### config.mk
export PLATFORM = sky130hd
export DESIGN_NAME = resp_timing_mon
export DESIGN_NICKNAME = d
export VERILOG_FILES = /design/src/rtl/resp_timing_pkg.sv /design/src/rtl/resp_timing_timer.sv /design/src/rtl/resp_timing_ctrl.sv /design/src/rtl/resp_timing_report.sv /design/src/rtl/resp_timing_mon.sv
export SDC_FILE = /design/constraint.sdc
export NUM_CORES = 1
export LEC_CHECK = 0
export ABC_AREA = 1
export BUFFER_PORTS_ARGS = -buffer_cell sky130_fd_sc_hd__buf_2
export CORE_ASPECT_RATIO = 1.25
export CORE_MARGIN = 8
export CORE_UTILIZATION = 32
export DETAILED_ROUTE_END_ITERATION = 7
export RECOVER_POWER = 50
export SLEW_MARGIN = 20
export SYNTH_ARGS = -nofsm -noshare
export SYNTH_HDL_FRONTEND = slang
export SYNTH_HIERARCHICAL = 1
export SYNTH_SLANG_ARGS = --single-unit
### constraint.sdc
create_clock -name clk -period 1.45 [get_ports clk]
set_input_delay 0.2175 -clock clk [delete_from_list [all_inputs] [get_ports clk]]
set_output_delay 0.2175 -clock clk [all_outputs]
set_load 0.02 [all_outputs]
### src/rtl/resp_timing_pkg.sv
package resp_timing_pkg;

  typedef enum logic {
    CHK_IDLE = 1'b0,
    CHK_OPEN = 1'b1
  } chkState_t;

  // strobes from control to timer and reporting
  typedef struct packed {
    logic openWin;     // load elapsed count with 1
    logic stepCnt;     // advance elapsed count
    logic covHit;      // start sampled while enabled
    logic failLate;
    logic failEarly;
    logic failOrphan;
  } chkStrobe_t;

  localparam int FIRE_W      = 3;
  localparam int FIRE_FAIL   = 0;
  localparam int FIRE_SPARE  = 1;
  localparam int FIRE_COV    = 2;

  localparam int STICKY_W      = 3;
  localparam int STICKY_LATE   = 0;
  localparam int STICKY_EARLY  = 1;
  localparam int STICKY_ORPHAN = 2;

endpackage

### src/rtl/resp_timing_timer.sv
module resp_timing_timer
  import resp_timing_pkg::*;
#(
  parameter bit WINDOW_MODE = 1'b0,
  parameter int DELAY       = 1,
  parameter int MIN_CKS     = 2,
  parameter int MAX_CKS     = 4
) (
  input  logic       clk,
  input  logic       rst,
  input  chkStrobe_t strobe,
  output logic       atTarget,
  output logic       belowMin
);

  localparam int TARGET = WINDOW_MODE ? MAX_CKS : DELAY;
  localparam int LOWER  = WINDOW_MODE ? MIN_CKS : DELAY;
  localparam int ELW    = $clog2(TARGET + 1) + 1;

  logic [ELW-1:0] elapsed;

  always_ff @(posedge clk) begin
    if (rst) begin
      elapsed <= '0;
    end else if (strobe.openWin) begin
      elapsed <= ELW'(1);
    end else if (strobe.stepCnt) begin
      elapsed <= elapsed + ELW'(1);
    end
  end

  generate
    if (WINDOW_MODE) begin : g_window
      assign atTarget = (elapsed == ELW'(MAX_CKS));
      assign belowMin = (elapsed <  ELW'(MIN_CKS));
    end else begin : g_fixed
      assign atTarget = (elapsed == ELW'(DELAY));
      assign belowMin = (elapsed <  ELW'(LOWER));
    end
  endgenerate


  elapsed_bound_chk: assert property (@(posedge clk) disable iff (rst)
    elapsed <= ELW'(TARGET));


  elapsed_hold_chk: assert property (@(posedge clk) disable iff (rst)
    !strobe.openWin && !strobe.stepCnt |=> $stable(elapsed));

endmodule

### src/rtl/resp_timing_ctrl.sv
module resp_timing_ctrl
  import resp_timing_pkg::*;
#(
  parameter bit WINDOW_MODE  = 1'b0,
  parameter bit CHECK_ORPHAN = 1'b1
) (
  input  logic       clk,
  input  logic       rst,
  input  logic       enable,
  input  logic       startEvt,
  input  logic       testExpr,
  input  logic       atTarget,
  input  logic       belowMin,
  output chkStrobe_t strobe
);

  chkState_t state;
  logic      closeWin;

  generate
    if (WINDOW_MODE) begin : g_window
      always_comb begin
        strobe   = '0;
        closeWin = 1'b0;
        strobe.covHit = enable && startEvt;
        if (enable) begin
          if (state == CHK_OPEN) begin
            if (testExpr) begin
              closeWin         = 1'b1;
              strobe.failEarly = belowMin;
            end else if (atTarget) begin
              closeWin        = 1'b1;
              strobe.failLate = 1'b1;
            end else begin
              strobe.stepCnt = 1'b1;
            end
          end else if (startEvt) begin
            strobe.openWin = 1'b1;
          end
        end
      end
    end else begin : g_fixed
      always_comb begin
        strobe   = '0;
        closeWin = 1'b0;
        strobe.covHit = enable && startEvt;
        if (enable) begin
          if (state == CHK_OPEN) begin
            if (atTarget) begin
              closeWin        = 1'b1;
              strobe.failLate = !testExpr;
            end else if (belowMin) begin
              strobe.stepCnt    = 1'b1;
              strobe.failOrphan = CHECK_ORPHAN && testExpr;
            end else begin
              closeWin = 1'b1;
            end
          end else begin
            strobe.failOrphan = CHECK_ORPHAN && testExpr;
            strobe.openWin    = startEvt;
          end
        end
      end
    end
  endgenerate

  always_ff @(posedge clk) begin
    if (rst) begin
      state <= CHK_IDLE;
    end else if (strobe.openWin) begin
      state <= CHK_OPEN;
    end else if (closeWin) begin
      state <= CHK_IDLE;
    end
  end


  open_needs_start_chk: assert property (@(posedge clk) disable iff (rst)
    $rose(state == CHK_OPEN) |-> $past(startEvt && enable));


  disabled_freeze_chk: assert property (@(posedge clk) disable iff (rst)
    !enable |=> $stable(state));


  one_fail_kind_chk: assert property (@(posedge clk) disable iff (rst)
    $onehot0({strobe.failLate, strobe.failEarly, strobe.failOrphan}));

endmodule

### src/rtl/resp_timing_report.sv
module resp_timing_report
  import resp_timing_pkg::*;
#(
  parameter int REPORT_LIMIT = 4,
  parameter int CNT_W        = 8
) (
  input  logic                clk,
  input  logic                rst,
  input  chkStrobe_t          strobe,
  output logic [FIRE_W-1:0]   fire,
  output logic [CNT_W-1:0]    errCount,
  output logic [STICKY_W-1:0] failSticky
);

  logic anyFail;
  logic belowLimit;

  assign anyFail    = strobe.failLate || strobe.failEarly || strobe.failOrphan;
  assign belowLimit = (errCount < CNT_W'(REPORT_LIMIT));

  always_ff @(posedge clk) begin
    if (rst) begin
      fire       <= '0;
      errCount   <= '0;
      failSticky <= '0;
    end else begin
      fire[FIRE_FAIL]  <= anyFail;
      fire[FIRE_SPARE] <= 1'b0;
      fire[FIRE_COV]   <= strobe.covHit;
      if (anyFail && belowLimit) begin
        errCount <= errCount + CNT_W'(1);
      end
      if (strobe.failLate)   failSticky[STICKY_LATE]   <= 1'b1;
      if (strobe.failEarly)  failSticky[STICKY_EARLY]  <= 1'b1;
      if (strobe.failOrphan) failSticky[STICKY_ORPHAN] <= 1'b1;
    end
  end


  count_limit_chk: assert property (@(posedge clk) disable iff (rst)
    errCount <= CNT_W'(REPORT_LIMIT));


  count_needs_fail_chk: assert property (@(posedge clk) disable iff (rst)
    errCount != $past(errCount) |-> fire[FIRE_FAIL]);


  sticky_hold_chk: assert property (@(posedge clk) disable iff (rst)
    (failSticky & $past(failSticky)) == $past(failSticky));

endmodule

### src/rtl/resp_timing_mon.sv
module resp_timing_mon
  import resp_timing_pkg::*;
#(
  parameter bit WINDOW_MODE  = 1'b0,
  parameter int DELAY        = 1,
  parameter int MIN_CKS      = 2,
  parameter int MAX_CKS      = 4,
  parameter bit CHECK_ORPHAN = 1'b1,
  parameter int REPORT_LIMIT = 4,
  parameter int CNT_W        = 8
) (
  input  logic             clk,
  input  logic             rst,
  input  logic             enable,
  input  logic             startEvt,
  input  logic             testExpr,
  output logic [2:0]       fire,
  output logic [CNT_W-1:0] errCount,
  output logic [2:0]       failSticky
);

  chkStrobe_t strobe;
  logic       atTarget;
  logic       belowMin;

  resp_timing_ctrl #(
    .WINDOW_MODE (WINDOW_MODE),
    .CHECK_ORPHAN(CHECK_ORPHAN)
  ) u_ctrl (
    .clk     (clk),
    .rst     (rst),
    .enable  (enable),
    .startEvt(startEvt),
    .testExpr(testExpr),
    .atTarget(atTarget),
    .belowMin(belowMin),
    .strobe  (strobe)
  );

  resp_timing_timer #(
    .WINDOW_MODE(WINDOW_MODE),
    .DELAY      (DELAY),
    .MIN_CKS    (MIN_CKS),
    .MAX_CKS    (MAX_CKS)
  ) u_timer (
    .clk     (clk),
    .rst     (rst),
    .strobe  (strobe),
    .atTarget(atTarget),
    .belowMin(belowMin)
  );

  resp_timing_report #(
    .REPORT_LIMIT(REPORT_LIMIT),
    .CNT_W       (CNT_W)
  ) u_report (
    .clk       (clk),
    .rst       (rst),
    .strobe    (strobe),
    .fire      (fire),
    .errCount  (errCount),
    .failSticky(failSticky)
  );

endmodule

# Word level (Yosys, flattened, before mapping)
# Index checks and enable logic that the tools add are counted.
[totals]
word_cells = 40
ff_bits = 16
out_inout_bits = 14
input_bits = 5
[op_classes]
mux = 20
order_cmp = 2
n_reduce_logical = 7
n_eq_ne = 1
addsub = 2
[op_table]
columns = ["operator", "n"]
rows = [
  ["$mux W1", 19],
  ["$add A8 B1 Y8 const B", 1],
  ["$lt A8 B3 Y1 const B", 1],
  ["$reduce_bool A2 Y1", 2],
  ["$add A2 B1 Y2 const B", 1],
  ["$eq A2 B1 Y1 const B", 1],
  ["$logic_and A1 B1 Y1", 2],
  ["$lt A2 B1 Y1 const B", 1],
  ["$mux W2", 1],
  ["$reduce_or A2 Y1", 1],
  ["$logic_not A1 Y1", 1],
  ["$logic_or A1 B1 Y1", 1],
]

# Logic depth before layout (Yosys ltp)
[depth]
ltp_word = 7
ltp_mapped = 11
ltp_nobuf = 11

# Modules after synthesis
# Netlist, hierarchy kept.
[modules_own_cells]
columns = ["mod", "seq_area_each_um2", "cells_each", "area_per_inst_um2", "n_inst"]
rows = [
  ["resp_timing_report", 260.2, 62, 539.3, 1],
  ["resp_timing_timer", 40.0, 17, 117.6, 1],
  ["resp_timing_ctrl", 20.0, 19, 97.6, 1],
]

# Worst setup path before layout
# Ideal clock, no wire load.
[synth_path]
kind = "reg-to-reg"
startpoint = "reg u_timer.elapsed[1]"
endpoint = "reg u_report.errCount[1]"
arrival_ns = 1.221
path_stages_with_launch = 11
synth_period_minus_slack_ns = 1.335
setup_ns = 0.114
setup_slack_ns = 0.115
required_time_ns = 1.336
path_buffers = 0
cell_sequence = "dfxtp_1 inv_1 ha_1 inv_1 nand2_1 a21oi_1 nor2_4 nor2_2 nand2_1 nand2_1 nor2_2"
[synth_lines]
columns = ["item", "line", "text"]
rows = [
  ["start, declared", "resp_timing_timer.sv:20", "logic [ELW-1:0] elapsed;"],
  ["start signal, assigned", "resp_timing_timer.sv:28", "elapsed <= elapsed + ELW'(1);"],
  ["end signal, assigned", "resp_timing_report.sv:31", "errCount <= errCount + CNT_W'(1);"],
  ["end, declared", "resp_timing_report.sv:11", "output logic [CNT_W-1:0] errCount,"],
]

==> metrics.md <==
| Metric | Value |
|---|---|
| Cell family with the largest share of critical-path delay | `simple AND/OR/NAND/NOR gates` |
| Input/output buffers | `17` |
| Total number of clock tree sinks | `16` |
| Net count of the finished layout | `roughly 130` |
| Routed vias/inst | `about 4` |
| Required @ worst endpoint | `roughly 1.6 ns` |
| Total standard cell area after synthesis | `approximately 750 sq um` |
| Share of total power in the clock network | `between 30% and 40%` |
| GP Congestion | `0.675` |
| Row Count | `19` |
| Worst Reg-to-Reg Cells | `10` |
| Half-perimeter wire length of the detailed placement result | `1120 um` |
| Die ar. | `between 4000 and 5000 sq um` |
| DRC viols | `0` |
| Cell at the root of the clock tree | `sky130_fd_sc_hd__clkbuf_4` |
| PnR worst setup slack | `0.0638 ns` |
| Shortest clock period the worst path allows after layout | `about 1.4 ns` |
| Combinational power share | `between 10% and 20%` |
| Fraction of met3 tracks used by global routing | `between 2 and 3%` |
| Switching power share of the total | `27.8%` |
| Type of the worst setup path | `reg2reg` |
| Via count of the routed design | `610` |
| Cell depth of the worst min-delay path | `5` |
| Setup crit start kind | `register` |
| Core region area | `~2200 sq um` |
| NetSw | `about 0.26 mW` |
| Setup slack after placement | `roughly 0.00039 ns` |
| Leakage power figure | `0.456 nW` |
| Pins Over Slew Limit | `0` |
| Area growth, synth to finish | `21.9%` |
| Crit path buffers/inverters | `2` |
| Distinct cell type count after synthesis | `19` |
| Seq cells post-synth | `16` |
| Total Routed Length | `1460 um` |
| Worst-Skew Late Latency | `around 0.28 ns` |
| Post-Syn Nets | `approximately 110` |
| Violation count after the first detailed-routing iteration | `10` |
| Slowest-stage cell, CP | `sky130_fd_sc_hd__dfxtp_1` |
| Layout cells sized above 1 | `approximately 34%` |
| Post-CTS Setup Inserts | `0` |
| Number of optimization iterations in the first detailed-route pass | `4` |
| Maximum root-to-sink buffer count | `2` |
| Routed Antenna Nets | `0` |
| Number of setup violations in the final report | `0` |
| Outcome | `finished clean` |
| Sum of negative setup slack | `0 ns` |
| Power density over the cells | `1010 nW/um^2` |
| Setup skew after layout | `between 0.0015 and 0.002 ns` |
| Crit Path Max Fanout | `4` |
| Unrepaired setup endpoints after global routing | `no` |
| Chip width | `59.4 um` |
| Fraction of the yosys area taken by sequential cells | `a little over two fifths` |
| Worst Path Arrival | `1.57 ns` |
| Count of yosys warnings during synthesis | `6` |
| Number of cells produced by synthesis | `98` |
| Cells along the critical path | `inv_1, ha_1, inv_2, nand2_2, a21oi_4, nor2_4, nor2_2, nand2_1, nand2_1, nor2_2` |
| Number of violations of the max-capacitance limit | `0` |
| Final core utilization | `41.6%` |
| Met1 usage | `under 10%` |
| Hold slack | `approximately 0.26 ns` |
| GRT Max-Usage Layer | `met2` |
| Number of hold violations in the final report | `0` |
| Share of total power in sequential cells | `between 50% and 60%` |
| Die Y-Extent | `70.3 um` |
| Number of global-route vias before repair | `between 500 and 600` |
| Internal power component | `0.672 mW` |
| Antenna diode instance count | `0` |
| Hold Path Class | `in2reg` |
| Period Utilization, post-route | `a little over nine tenths` |
| Clock slew at reported path FFs | `approximately 0.090 ns` |
| Filler instances | `between 200 and 250` |
| Largest net degree at the start of global routing | `17` |
| Mean instance size in the synthesized netlist | `between 7 and 8 sq um` |
| Average detailed-routed wire length per instance | `approximately 9.9 um` |
| Total Routing Usage GR | `between 6 and 7%` |
| Number of buffers created by CTS | `3` |
| Global-route wire length before repair | `2280 um` |
| Grt total ovfl | `0` |
| Maximum operating frequency | `0.721 GHz` |
| Largest stage delay on the critical path | `approximately 0.32 ns` |
| Hold buffer count at cts | `0` |
| Number of cells on the critical path | `10` |
| Highest ir drop seen on vdd | `488 uV` |
| Endpoint type of the worst setup path | `register` |
| Met2 capacity usage during global routing | `between 10% and 20%` |
| H-tree levels | `1` |
| CTS tree | `done` |
| Starting density of the core | `about 34%` |
| Antenna violations before repair | `0` |
| Top-level I/O count | `19` |
[worst reg2reg max path: cells and delay by family (launching register included)]
kind	cells	cell delay, ns
and+or+nand+nor	6	0.43
adders and majority gates	1	0.19
buffers and inverters	2	0.16
AOI/OAI and AO/OA	1	0.19
DFF	1	0.32
[layout make-up]
| cell class | instances | area, sq um | share of cell area [%] |
|---|---|---|---|
| Sequential cell | 16 | 320 | 34.8 |
| Tap cell | 31 | 38.8 | 4.22 |
| Timing Repair Buffer | 18 | 85.1 | 9.25 |
| Multi-Input combinational cell | 56 | 353 | 38.4 |
| Clock buffer | 4 | 36.3 | 3.95 |
| Inverter | 23 | 86.3 | 9.39 |
[cells by family after synthesis]
kind of cell | after synthesis | synth area share, %
other | 2 | 0.995
AO/OA/AOI/OAI | 6 | 5.31
AND/OR/NAND/NOR | 45 | 32.2
buffers and inverters | 26 | 14.1
adder cells (fa/ha/maj) | 3 | 4.98
flip-flops | 16 | 42.5
[cell usage after synthesis, drive strengths merged]
master	n	area, sq um
nor2	26	143
nand3	4	35.0
o21ai	1	5.00
conb	2	7.51
ha	3	37.5
inv	23	86.3
a21oi	4	23.8
o21bai	1	11.3
dfxtp	16	320
nor3	1	5.00
nand2	14	60.1
buf	3	20.0
[power groups by stage]
stage / sequential (mW) / combinational [mW] / clock (mW)
6_report: 0.479 / 0.163 / 0.287
2_1_floorplan: 0.506 / 0.0975 / 0
5_1_grt: 0.483 / 0.183 / 0.327
3_3_place_gp: 0.488 / 0.149 / 0
3_5_place_dp: 0.489 / 0.156 / 0
4_1_cts: 0.479 / 0.158 / 0.301
[state kept, by name, indices dropped and copies added (netlist names)]
register             flops
u_ctrl/state             1
u_timer/elapsed          2
u_report/fire            2
u_report/errCount        8
u_report/failSticky      3
[metrics by stage]
step / instances / instance area (sq um) / total power, mW
3_5_place_dp: 144 / 866 / 0.644
2_1_floorplan: 98 / 754 / 0.603
5_1_grt: 148 / 920 / 0.994
3_3_place_gp: 144 / 866 / 0.638
4_1_cts: 148 / 911 / 0.938
6_report: 148 / 920 / 0.930
[final timing paths]
kind,from,end,slack [ns]
worst min register to register,u_report/errCount[3],u_report/errCount[3],0.47
worst min-delay path,startEvt,u_report/fire[2],0.26
worst max register to register,u_timer/elapsed[1],u_report/errCount[1],0.06
worst max-delay path,u_timer/elapsed[1],u_report/errCount[1],0.06
[repair_timing]
action                                  in CTS  in global routing
resized for setup                            2                  4
endpoints found under the setup margin       1                  3
pin swaps                                    0                  1
hold endpoints to repair                     0                  0
[placed cells by master, fill, tap and decap left out, drive strengths merged]
master	instances
nand3	4
nor3	1
conb	2
buf	12
clkbuf	10
ha	3
dfxtp	16
a21oi	4
o21bai	1
inv	23
nor2	26
nand2	14
o21ai	1
[metal layers]
layer / up-vias / wire length, um
li1: 318 / -
met1: 275 / 619
met2: 15 / 736
met3: 2 / 89
met4: 0 / 14
met5: - / 0
Power figures use the tool's default switching activity.
